`src/rtl/pwm_pkg.sv`:
```
package pwm_pkg;

  localparam int PS_W = 8;

  typedef enum logic [2:0] {
    PS_DIV1   = 3'd0,
    PS_DIV2   = 3'd1,
    PS_DIV8   = 3'd2,
    PS_DIV64  = 3'd3,
    PS_DIV256 = 3'd4
  } presc_sel_e;

  // last prescaler count before a tick (ratio - 1); codes above 4 map to /256
  function automatic logic [PS_W-1:0] presc_last(input logic [2:0] sel);
    case (presc_sel_e'(sel))
      PS_DIV1:  return PS_W'(0);
      PS_DIV2:  return PS_W'(1);
      PS_DIV8:  return PS_W'(7);
      PS_DIV64: return PS_W'(63);
      default:  return PS_W'(255);
    endcase
  endfunction

endpackage

```
`src/rtl/pwm_prescaler.sv`:
```
module pwm_prescaler
  import pwm_pkg::*;
(
  input  logic       clk_i,
  input  logic       rst_ni,
  input  logic       en_i,
  input  logic [2:0] sel_i,
  output logic       tick_o
);

  logic [PS_W-1:0] div_q;
  logic [PS_W-1:0] last;

  assign last   = presc_last(sel_i);
  // >= keeps a ratio change mid-count from stalling the divider
  assign tick_o = en_i && (div_q >= last);

  always_ff @(posedge clk_i or negedge rst_ni) begin
    if (!rst_ni)              div_q <= '0;
    else if (!en_i || tick_o) div_q <= '0;
    else                      div_q <= div_q + 1'b1;
  end

endmodule

```
`src/rtl/pwm_updown_counter.sv`:
```
module pwm_updown_counter #(
  parameter int CNT_W = 8
) (
  input  logic             clk_i,
  input  logic             rst_ni,
  input  logic             step_i,
  output logic [CNT_W-1:0] cnt_o,
  output logic             down_o,
  output logic [CNT_W-1:0] cnt_nxt_o,
  output logic             down_nxt_o
);

  localparam logic [CNT_W-1:0] TOP = '1;

  logic [CNT_W-1:0] cnt_q;
  logic             down_q;

  always_comb begin
    cnt_nxt_o  = cnt_q;
    down_nxt_o = down_q;
    if (step_i) begin
      if (!down_q) begin
        if (cnt_q == TOP) begin
          down_nxt_o = 1'b1;
          cnt_nxt_o  = cnt_q - 1'b1;
        end else begin
          cnt_nxt_o  = cnt_q + 1'b1;
        end
      end else begin
        if (cnt_q == '0) begin
          down_nxt_o = 1'b0;
          cnt_nxt_o  = cnt_q + 1'b1;
        end else begin
          cnt_nxt_o  = cnt_q - 1'b1;
        end
      end
    end
  end

  always_ff @(posedge clk_i or negedge rst_ni) begin
    if (!rst_ni) begin
      cnt_q  <= '0;
      down_q <= 1'b0;
    end else begin
      cnt_q  <= cnt_nxt_o;
      down_q <= down_nxt_o;
    end
  end

  assign cnt_o  = cnt_q;
  assign down_o = down_q;

endmodule

```
`src/rtl/pwm_compare_out.sv`:
```
module pwm_compare_out #(
  parameter int CNT_W = 8
) (
  input  logic             clk_i,
  input  logic             rst_ni,
  input  logic             step_i,
  input  logic [CNT_W-1:0] cnt_nxt_i,
  input  logic             down_nxt_i,
  input  logic [CNT_W-1:0] cmp_i,
  output logic             pwm_o,
  output logic [CNT_W-1:0] cmp_act_o
);

  localparam logic [CNT_W-1:0] TOP = '1;

  logic [CNT_W-1:0] cmp_q;
  logic [CNT_W-1:0] k_nxt;
  logic             load;
  logic             level;
  logic             pwm_q;

  // shadow copy taken on arrival at top
  assign load  = step_i && (cnt_nxt_i == TOP) && !down_nxt_i;
  assign k_nxt = load ? cmp_i : cmp_q;

  // level for the state about to be entered: no output latency
  always_comb begin
    if (k_nxt == '0)      level = 1'b0;
    else if (k_nxt == TOP) level = 1'b1;
    else if (down_nxt_i)  level = (cnt_nxt_i <= k_nxt);
    else                  level = (cnt_nxt_i <  k_nxt);
  end

  always_ff @(posedge clk_i or negedge rst_ni) begin
    if (!rst_ni) begin
      cmp_q <= TOP;
      pwm_q <= 1'b1;
    end else begin
      if (load)   cmp_q <= cmp_i;
      if (step_i) pwm_q <= level;
    end
  end

  assign pwm_o     = pwm_q;
  assign cmp_act_o = cmp_q;

endmodule

```
`src/rtl/pwm_phase_correct.sv`:
```
module pwm_phase_correct #(
  parameter int CNT_W = 8
) (
  input  logic             clk_i,
  input  logic             rst_ni,
  input  logic             en_i,
  input  logic [2:0]       presc_sel_i,
  input  logic [CNT_W-1:0] cmp_i,
  output logic             pwm_o,
  output logic [CNT_W-1:0] count_o,
  output logic             dir_down_o
);

  logic             tick;
  logic [CNT_W-1:0] cnt_nxt;
  logic             down_nxt;
  logic [CNT_W-1:0] cmp_act;

  pwm_prescaler u_presc (
    .clk_i  (clk_i),
    .rst_ni (rst_ni),
    .en_i   (en_i),
    .sel_i  (presc_sel_i),
    .tick_o (tick)
  );

  pwm_updown_counter #(.CNT_W(CNT_W)) u_cnt (
    .clk_i      (clk_i),
    .rst_ni     (rst_ni),
    .step_i     (tick),
    .cnt_o      (count_o),
    .down_o     (dir_down_o),
    .cnt_nxt_o  (cnt_nxt),
    .down_nxt_o (down_nxt)
  );

  pwm_compare_out #(.CNT_W(CNT_W)) u_cmp (
    .clk_i      (clk_i),
    .rst_ni     (rst_ni),
    .step_i     (tick),
    .cnt_nxt_i  (cnt_nxt),
    .down_nxt_i (down_nxt),
    .cmp_i      (cmp_i),
    .pwm_o      (pwm_o),
    .cmp_act_o  (cmp_act)
  );

endmodule

```
`config.mk`:
```
export PLATFORM = sky130hd
export DESIGN_NAME = pwm_phase_correct
export DESIGN_NICKNAME = d
export VERILOG_FILES = /design/src/rtl/pwm_pkg.sv /design/src/rtl/pwm_prescaler.sv /design/src/rtl/pwm_updown_counter.sv /design/src/rtl/pwm_compare_out.sv /design/src/rtl/pwm_phase_correct.sv
export SDC_FILE = /design/constraint.sdc
export NUM_CORES = 1
export LEC_CHECK = 0
export BUFFER_PORTS_ARGS = -buffer_cell sky130_fd_sc_hd__buf_2
export CORE_MARGIN = 2
export CORE_UTILIZATION = 53
export CTS_CLUSTER_DIAMETER = 150
export DETAILED_ROUTE_END_ITERATION = 6
export HOLD_SLACK_MARGIN = 0.05
export PLACE_DENSITY_LB_ADDON = 0.08
export SYNTH_ARGS = -nofsm -noshare
export SYNTH_HDL_FRONTEND = slang
export SYNTH_SLANG_ARGS = --single-unit
export TNS_END_PERCENT = 1
```
`constraint.sdc`:
```
create_clock -name clk_i -period 4.2 [get_ports clk_i]
set_input_delay 1.26 -clock clk_i [delete_from_list [all_inputs] [get_ports clk_i]]
set_output_delay 1.26 -clock clk_i [all_outputs]
set_load 0.05 [all_outputs]
```
==> impl_metrics.env, run 1 <==
export IMPL_ys_top_cells_by_area="dfrtp_1 (21%), ha_1 (12%), dfstp_2 (12%), mux2i_1 (3.5%), nand3_1 (3.2%)"
export IMPL_ant_nets=0
export IMPL_met1Wirelength_um=2560
export IMPL_period_minus_slack_ps=5370
export IMPL_yosysTopAreaCell="dfrtp_1"
export IMPL_grt_pass1_vias=1910
export IMPL_clkSinkCount=26
export IMPL_numPortBuffers=23
export IMPL_p_int_mw=0.451
export IMPL_vias=1994
export IMPL_grt_ovfl_total=0
export IMPL_drt_pass1_iter_count=4
export IMPL_holdPathEnd="u_cmp.pwm_o"
export IMPL_rsz0062_at_grt="yes"
export IMPL_cts_tree="yes"
export IMPL_reg2reg_from="u_cnt.cnt_o[4]"
export IMPL_status="complete, but fails checks"
export IMPL_top_layer_used="met4"
export IMPL_place_area_mm2=0.00263
export IMPL_switching_share=0.265
export IMPL_insertion_delay_ps=270
export IMPL_drive_above_1_share=0.410
export IMPL_grt_max_degree=27
export IMPL_syn_to_final_growth_pct=40.4
export IMPL_hpwl_um=3970
export IMPL_layout_nets=344
export IMPL_yosysTopAreaCellShare=0.211
export IMPL_tightest_slew_ps=587
export IMPL_drc=0
export IMPL_violations="setup timing"
export IMPL_worst_setup_path_start_kind="primary input"
export IMPL_yosys_top_cells_count="ha_1 (19), dfrtp_1 (17), nor2_1 (17)"
export IMPL_htreeDepth=1
export IMPL_finalSetupViolations=1
export IMPL_drt_initial_drc_count=142
export IMPL_worstPathArrival_ps=5570
export IMPL_hold_class="flop to flop"
export IMPL_r2r_setup_slack_ps=-420
export IMPL_async_flop_share=1.00
export IMPL_finalMaxSlewViolations=0
export IMPL_clkTransAtPathRegs_ps=90
export IMPL_synth_edf_count=0
export IMPL_finalInstanceArea_mm2=0.00282
export IMPL_powerDensity_mw_per_mm2=217
export IMPL_maxCapViolCount=0
export IMPL_fmax_mhz=186
export IMPL_period_share=1.28
export IMPL_r2r_cells=17
export IMPL_finalHoldViolCount=0
export IMPL_synth_area_mm2=0.00201
export IMPL_wirelength_um=5260
export IMPL_max_slew_margin_rel=0.609
export IMPL_avgRoutedWirePerCell_um=14.7
export IMPL_grtUsageTotal=0.257
export IMPL_synth_distinct_cells=47
export IMPL_min_from="u_cmp.pwm_o"
export IMPL_diodes=0
export IMPL_p_leak_nw=1.43
export IMPL_die_w_um=65.6
export IMPL_crit_required_ps=4400
export IMPL_ys_seq_elements=26
export IMPL_rows=22
export IMPL_antenna_found_initial=0
export IMPL_crit_fanout=5
export IMPL_core_area_mm2=0.00366
export IMPL_clock_path_buffers=2
export IMPL_setup_slack_ps=-1170
export IMPL_min_path_cells=2
export IMPL_p_sw_mw=0.163
export IMPL_dr_wl_met2_um=2460
export IMPL_postSynthCellCount=224
export IMPL_vdd_drop_max_uv=211
export IMPL_nFillCells=265
export IMPL_ys_dominant_reg_cell="dfrtp_1"
export IMPL_routed_via_density=5.57
export IMPL_grt_first_pass_wirelength_um=8710
export IMPL_final_setup_tns_ps=-1170
export IMPL_yosysSeqAreaShare=0.329
export IMPL_dieArea_mm2=0.00430
export IMPL_cp_end_kind="flop"
export IMPL_root_buffer="clkbuf_8"
export IMPL_initial_utilization=0.550
export IMPL_dr_wl_met3_um=137
export IMPL_seqPwrFrac=0.426
export IMPL_pwr_share_comb=0.234
export IMPL_clkPwrFrac=0.339
export IMPL_r2r_end="u_cmp.pwm_o"
export IMPL_die_y_um=65.6
export IMPL_syn_nets=257
export IMPL_io_pins=24
export IMPL_syn_area_per_cell_um2=8.98
export IMPL_ctsHoldBuffers=0
export IMPL_critPathKind="primary input to flop"
export IMPL_cts_made_buffers=3
export IMPL_yosys_warnings=0
export IMPL_yosysMostFrequentCell="ha_1"
export IMPL_gp_congestion=0.899
export IMPL_fin_skew_ps=2.47
==> flip-flops by register name (all words and copies together), names as in the netlist <==
| register | cells |
|---|---|
| u_cmp.cmp_act_o | 8 |
| u_cmp.pwm_o | 1 |
| u_presc.div_q | 8 |
| u_cnt.down_o | 1 |
| u_cnt.cnt_o | 8 |
==> cells in the final DEF, fill, tap and decap left out, types with 3 or more instances in the layout <==
| cell | netlist | final |
|---|---|---|
| clkbuf_8 | 0 | 3 |
| a32oi_1 | 3 | 3 |
| dfstp_2 | 9 | 9 |
| dfrtp_1 | 17 | 17 |
| ha_1 | 19 | 16 |
| nand4_1 | 8 | 8 |
| o21ai_0 | 13 | 12 |
| inv_1 | 14 | 13 |
| nor4_1 | 6 | 6 |
| nand2_1 | 16 | 16 |
| xnor2_1 | 3 | 3 |
| xor2_1 | 6 | 6 |
| ha_4 | 0 | 3 |
| a21o_1 | 4 | 4 |
| buf_6 | 1 | 3 |
| and3_1 | 4 | 4 |
| or4_4 | 1 | 3 |
| buf_2 | 2 | 21 |
| nand3_1 | 13 | 13 |
| a21oi_1 | 11 | 11 |
| nand2b_1 | 5 | 4 |
| buf_4 | 0 | 64 |
| nor2_1 | 17 | 17 |
| mux2i_1 | 7 | 6 |
==> logic make-up (layout without fill, tap and decap cells) <==
family	after synthesis	after routing	share of synthesized area
muxes	10	10	0.0516
xor gates and xnor gates	9	9	0.0392
and+or+nand+nor	94	94	0.259
AOI/OAI and AO/OA	46	46	0.161
adders and majority gates	19	19	0.118
buffers and inverters	20	106	0.0423
DFF	26	26	0.329
==> worst max-delay path, stage by stage <==
cell	delay, ps
buf_6	90
or3_4	380
ha_4	260
nand2b_4	100
a2111o_1	160
a32oi_1	100
buf_4	160
or4_4	430
a211oi_2	230
nand4_1	210
mux2_4	370
inv_2	70
ha_4	190
a21o_1	140
a21o_1	160
a21o_1	180
or4_4	430
o211ai_2	80
or3b_1	360
a32oi_1	190
==> stage by stage <==
stage | power, mW | util | hold WS, ps | std cells | setup slack, ps
after floorplan | 0.333 | - | 488 | 224 | -1310
after global placement | 0.398 | 0.718 | 450 | 352 | -1440
after detailed placement | 0.400 | 0.718 | 455 | 352 | -1580
after CTS | 0.612 | 0.752 | 468 | 357 | -1150
after global routing | 0.640 | 0.771 | 492 | 358 | -1300
final | 0.613 | 0.771 | 469 | 358 | -1170
==> routing by layer <==
metal  GRT usage  up-vias
li1            -     1009
met5           0        -
met3      0.0137       12
met2       0.425       40
met4      0.0703        0
met1       0.367      933
==> layout make-up <==
cell class                      instances  area, µm²  share of cell area
Sequential cell                        26        662               0.234
Multi-Input combinational cell        178       1360               0.481
Clock buffer                            3       41.3              0.0146
Inverter                               14       52.6              0.0186
Clock inverter                          1       30.0              0.0106
Timing Repair Buffer                   88        619               0.219
Tap cell                               48       60.1              0.0213
==> worst max path at each step <==
| stage | start | to | slack, ps |
|---|---|---|---|
| 2_1_floorplan | presc_sel_i[1] | u_cmp.pwm_o | -1310 |
| 6_report | presc_sel_i[0] | u_cmp.pwm_o | -1170 |
| 3_3_place_gp | presc_sel_i[1] | u_cmp.pwm_o | -1440 |
| 5_1_grt | presc_sel_i[0] | u_cmp.pwm_o | -1300 |
| 4_1_cts | presc_sel_i[0] | u_cmp.pwm_o | -1150 |
| 3_5_place_dp | presc_sel_i[1] | u_cmp.pwm_o | -1580 |
==> power by group through the flow <==
stage | clock network (mW) | registers, mW | logic (mW)
after CTS | 0.211 | 0.262 | 0.139
after global routing | 0.217 | 0.263 | 0.161
after detailed placement | 0 | 0.266 | 0.134
final | 0.208 | 0.262 | 0.144
after floorplan | 0 | 0.281 | 0.0524
after global placement | 0 | 0.266 | 0.132
==> timing repair <==
item | 4_1_cts | 5_1_grt
resized for setup | 10 | 11
setup buffers | 1 | 1
endpoints found under the setup margin | 1 | 1
pin swaps | 9 | 5
endpoints found under the hold margin | 0 | 0
No activity file was read; power rests on OpenSTA's default activity.
==> run 2, diff against run 1 <==
Settings changed: BUFFER_PORTS_ARGS -buffer_cell sky130_fd_sc_hd__buf_2 to -buffer_cell sky130_fd_sc_hd__buf_4.
==> run 2 against run 1 <==
The flow still finishes with violations (setup timing). Via count grew 3.2%. Non-clock buffer count shrank 2. Clock power is 2% lower. Wire length is 3.0% higher. Hold slack improved by 38 ps. Worst setup slack worse by 110 ps. Combinational power is essentially flat. Largest cell class unchanged. Highest routed layer unchanged.
==> impl_metrics.env, run 2 (synthesis gave the netlist of run 1 again) <==
export IMPL_status="complete, but fails checks"
export IMPL_violations="setup timing"
export IMPL_period_minus_slack_ps=5480
export IMPL_insertion_delay_ps=260
export IMPL_ctsHoldBuffers=0
export IMPL_cp_end_kind="flop"
export IMPL_clkTransAtPathRegs_ps=90
export IMPL_avgRoutedWirePerCell_um=15.2
export IMPL_drc=0
export IMPL_layout_nets=342
export IMPL_rsz0062_at_grt="yes"
export IMPL_hpwl_um=4210
export IMPL_fmax_mhz=183
export IMPL_io_pins=24
export IMPL_vdd_drop_max_uv=185
export IMPL_p_leak_nw=1.43
export IMPL_grt_max_degree=27
export IMPL_clock_path_buffers=2
export IMPL_finalHoldViolCount=0
export IMPL_max_slew_margin_rel=0.707
export IMPL_final_common_cell="buf_4"
export IMPL_utilization=0.775
export IMPL_crit_required_ps=4390
export IMPL_root_buffer="clkbuf_8"
export IMPL_worst_setup_path_start_kind="primary input"
export IMPL_powerDensity_mw_per_mm2=215
export IMPL_critPathKind="primary input to flop"
export IMPL_numPortBuffers=23
export IMPL_dieArea_mm2=0.00430
export IMPL_finalInstanceArea_mm2=0.00284
export IMPL_hold_class="flop to flop"
export IMPL_cts_made_buffers=3
export IMPL_vias=2058
export IMPL_initial_utilization=0.550
export IMPL_maxCapViolCount=0
export IMPL_diodes=0
export IMPL_drt_pass1_iter_count=4
export IMPL_htreeDepth=1
export IMPL_grt_ovfl_total=0
export IMPL_die_y_um=65.6
export IMPL_grt_pass1_vias=2065
export IMPL_grtUsageTotal=0.277
export IMPL_crit_fanout=3
export IMPL_tightest_slew_ps=435
export IMPL_core_area_mm2=0.00366
export IMPL_finalSetupViolations=1
export IMPL_regArea_um2=662
export IMPL_worstPathArrival_ps=5670
export IMPL_routed_via_density=5.78
export IMPL_syn_to_final_growth_pct=41.0
export IMPL_clkSinkCount=26
export IMPL_grt_first_pass_wirelength_um=9220
export IMPL_holdWs_ps=508
export IMPL_finalMaxSlewViolations=0
export IMPL_place_area_mm2=0.00268
export IMPL_multiInputGateArea_mm2=0.00134
export IMPL_final_cell_mix="buf_4 (83), ha_1 (18), nor2_1 (17), dfrtp_1 (17), nand2_1 (16)"
export IMPL_ant_nets=0
export IMPL_drive_above_1_share=0.390
export IMPL_final_setup_tns_ps=-1280
export IMPL_wirelength_um=5410
export IMPL_nFillCells=274
export IMPL_antenna_found_initial=0
export IMPL_period_share=1.30
export IMPL_cts_tree="yes"
export IMPL_rows=22
export IMPL_die_w_um=65.6
export IMPL_setup_slack_ps=-1280
export IMPL_preCtsSetupSlack_ps=-1580
export IMPL_fin_skew_ps=1.43
export IMPL_drt_initial_drc_count=112
export IMPL_gp_congestion=0.929
## run 2: cell types whose count changed in the layout (fill, tap and decap cells not counted)
cell / change
a22oi_2: -1
a32oi_4: +1
ha_1: +2
buf_2: -21
a32oi_1: -1
or3_4: -2
and4_4: -1
buf_4: +19
ha_4: -2
or3_1: +2
a22oi_1: +1
and4_1: +1
## run 2: path summary, 6_finish.rpt
check | from | end | slack [ps] | depth (start not counted)
max in group asynchronous | rst_ni | u_cmp.cmp_act_o[7] | 3020 | 1
min in group asynchronous | rst_ni | u_cnt.cnt_o[0] | 880 | 1
setup / recovery | presc_sel_i[0] | u_cmp.pwm_o | -1280 | 19
hold reg to reg | u_cmp.pwm_o | u_cmp.pwm_o | 510 | 2
hold / removal | u_cmp.pwm_o | u_cmp.pwm_o | 510 | 2
setup reg to reg | u_cnt.cnt_o[4] | u_cmp.pwm_o | -440 | 17
## run 2: cell type report
class,count,area share
Multi-Input combinational cell,178,0.470
Inverter,14,0.0185
Timing Repair Buffer,86,0.231
Clock buffer,3,0.0146
Sequential cell,26,0.233
Clock inverter,1,0.0106
Tap cell,48,0.0212
## run 2: critical path: stages
cell and delay, ps:
buf_6 90, or3_1 360, ha_1 280, nand2b_4 140, a2111o_1 470, a32o_2 310
a21o_1 200, a211oi_2 180, nand4_1 200, mux2_4 360, inv_2 70, ha_4 200
a21o_1 150, a21o_1 160, a21o_1 170, or4_4 410, o211ai_2 80, or3b_1 370
a32oi_1 210
## run 2: through the flow
| step | instances | total power, mW |
|---|---|---|
| floorplan | 224 | 0.333 |
| global placement | 351 | 0.403 |
| detailed placement | 351 | 0.405 |
| CTS | 354 | 0.610 |
| global route | 356 | 0.639 |
| finish | 356 | 0.611 |
## run 2: power breakdown
part           leakage, nW  switching, mW  internal [mW]
combinational         1.07         0.0775         0.0685
sequential           0.323        0.00502          0.257
clock               0.0357         0.0755          0.127
total                 1.43          0.158          0.452
## run 2: routing by layer
metal	vias up	global-route usage	wire [µm]
met5	-	0	0
met2	61	0.459	2660
met3	14	0.0411	214
met1	981	0.367	2430
met4	0	0.0990	108
li1	1002	-	-
## run 2: timing repair
action	CTS	global route
endpoints found under the setup margin	1	1
gates resized for setup	8	9
buffers inserted	0	2
pin swaps	5	9
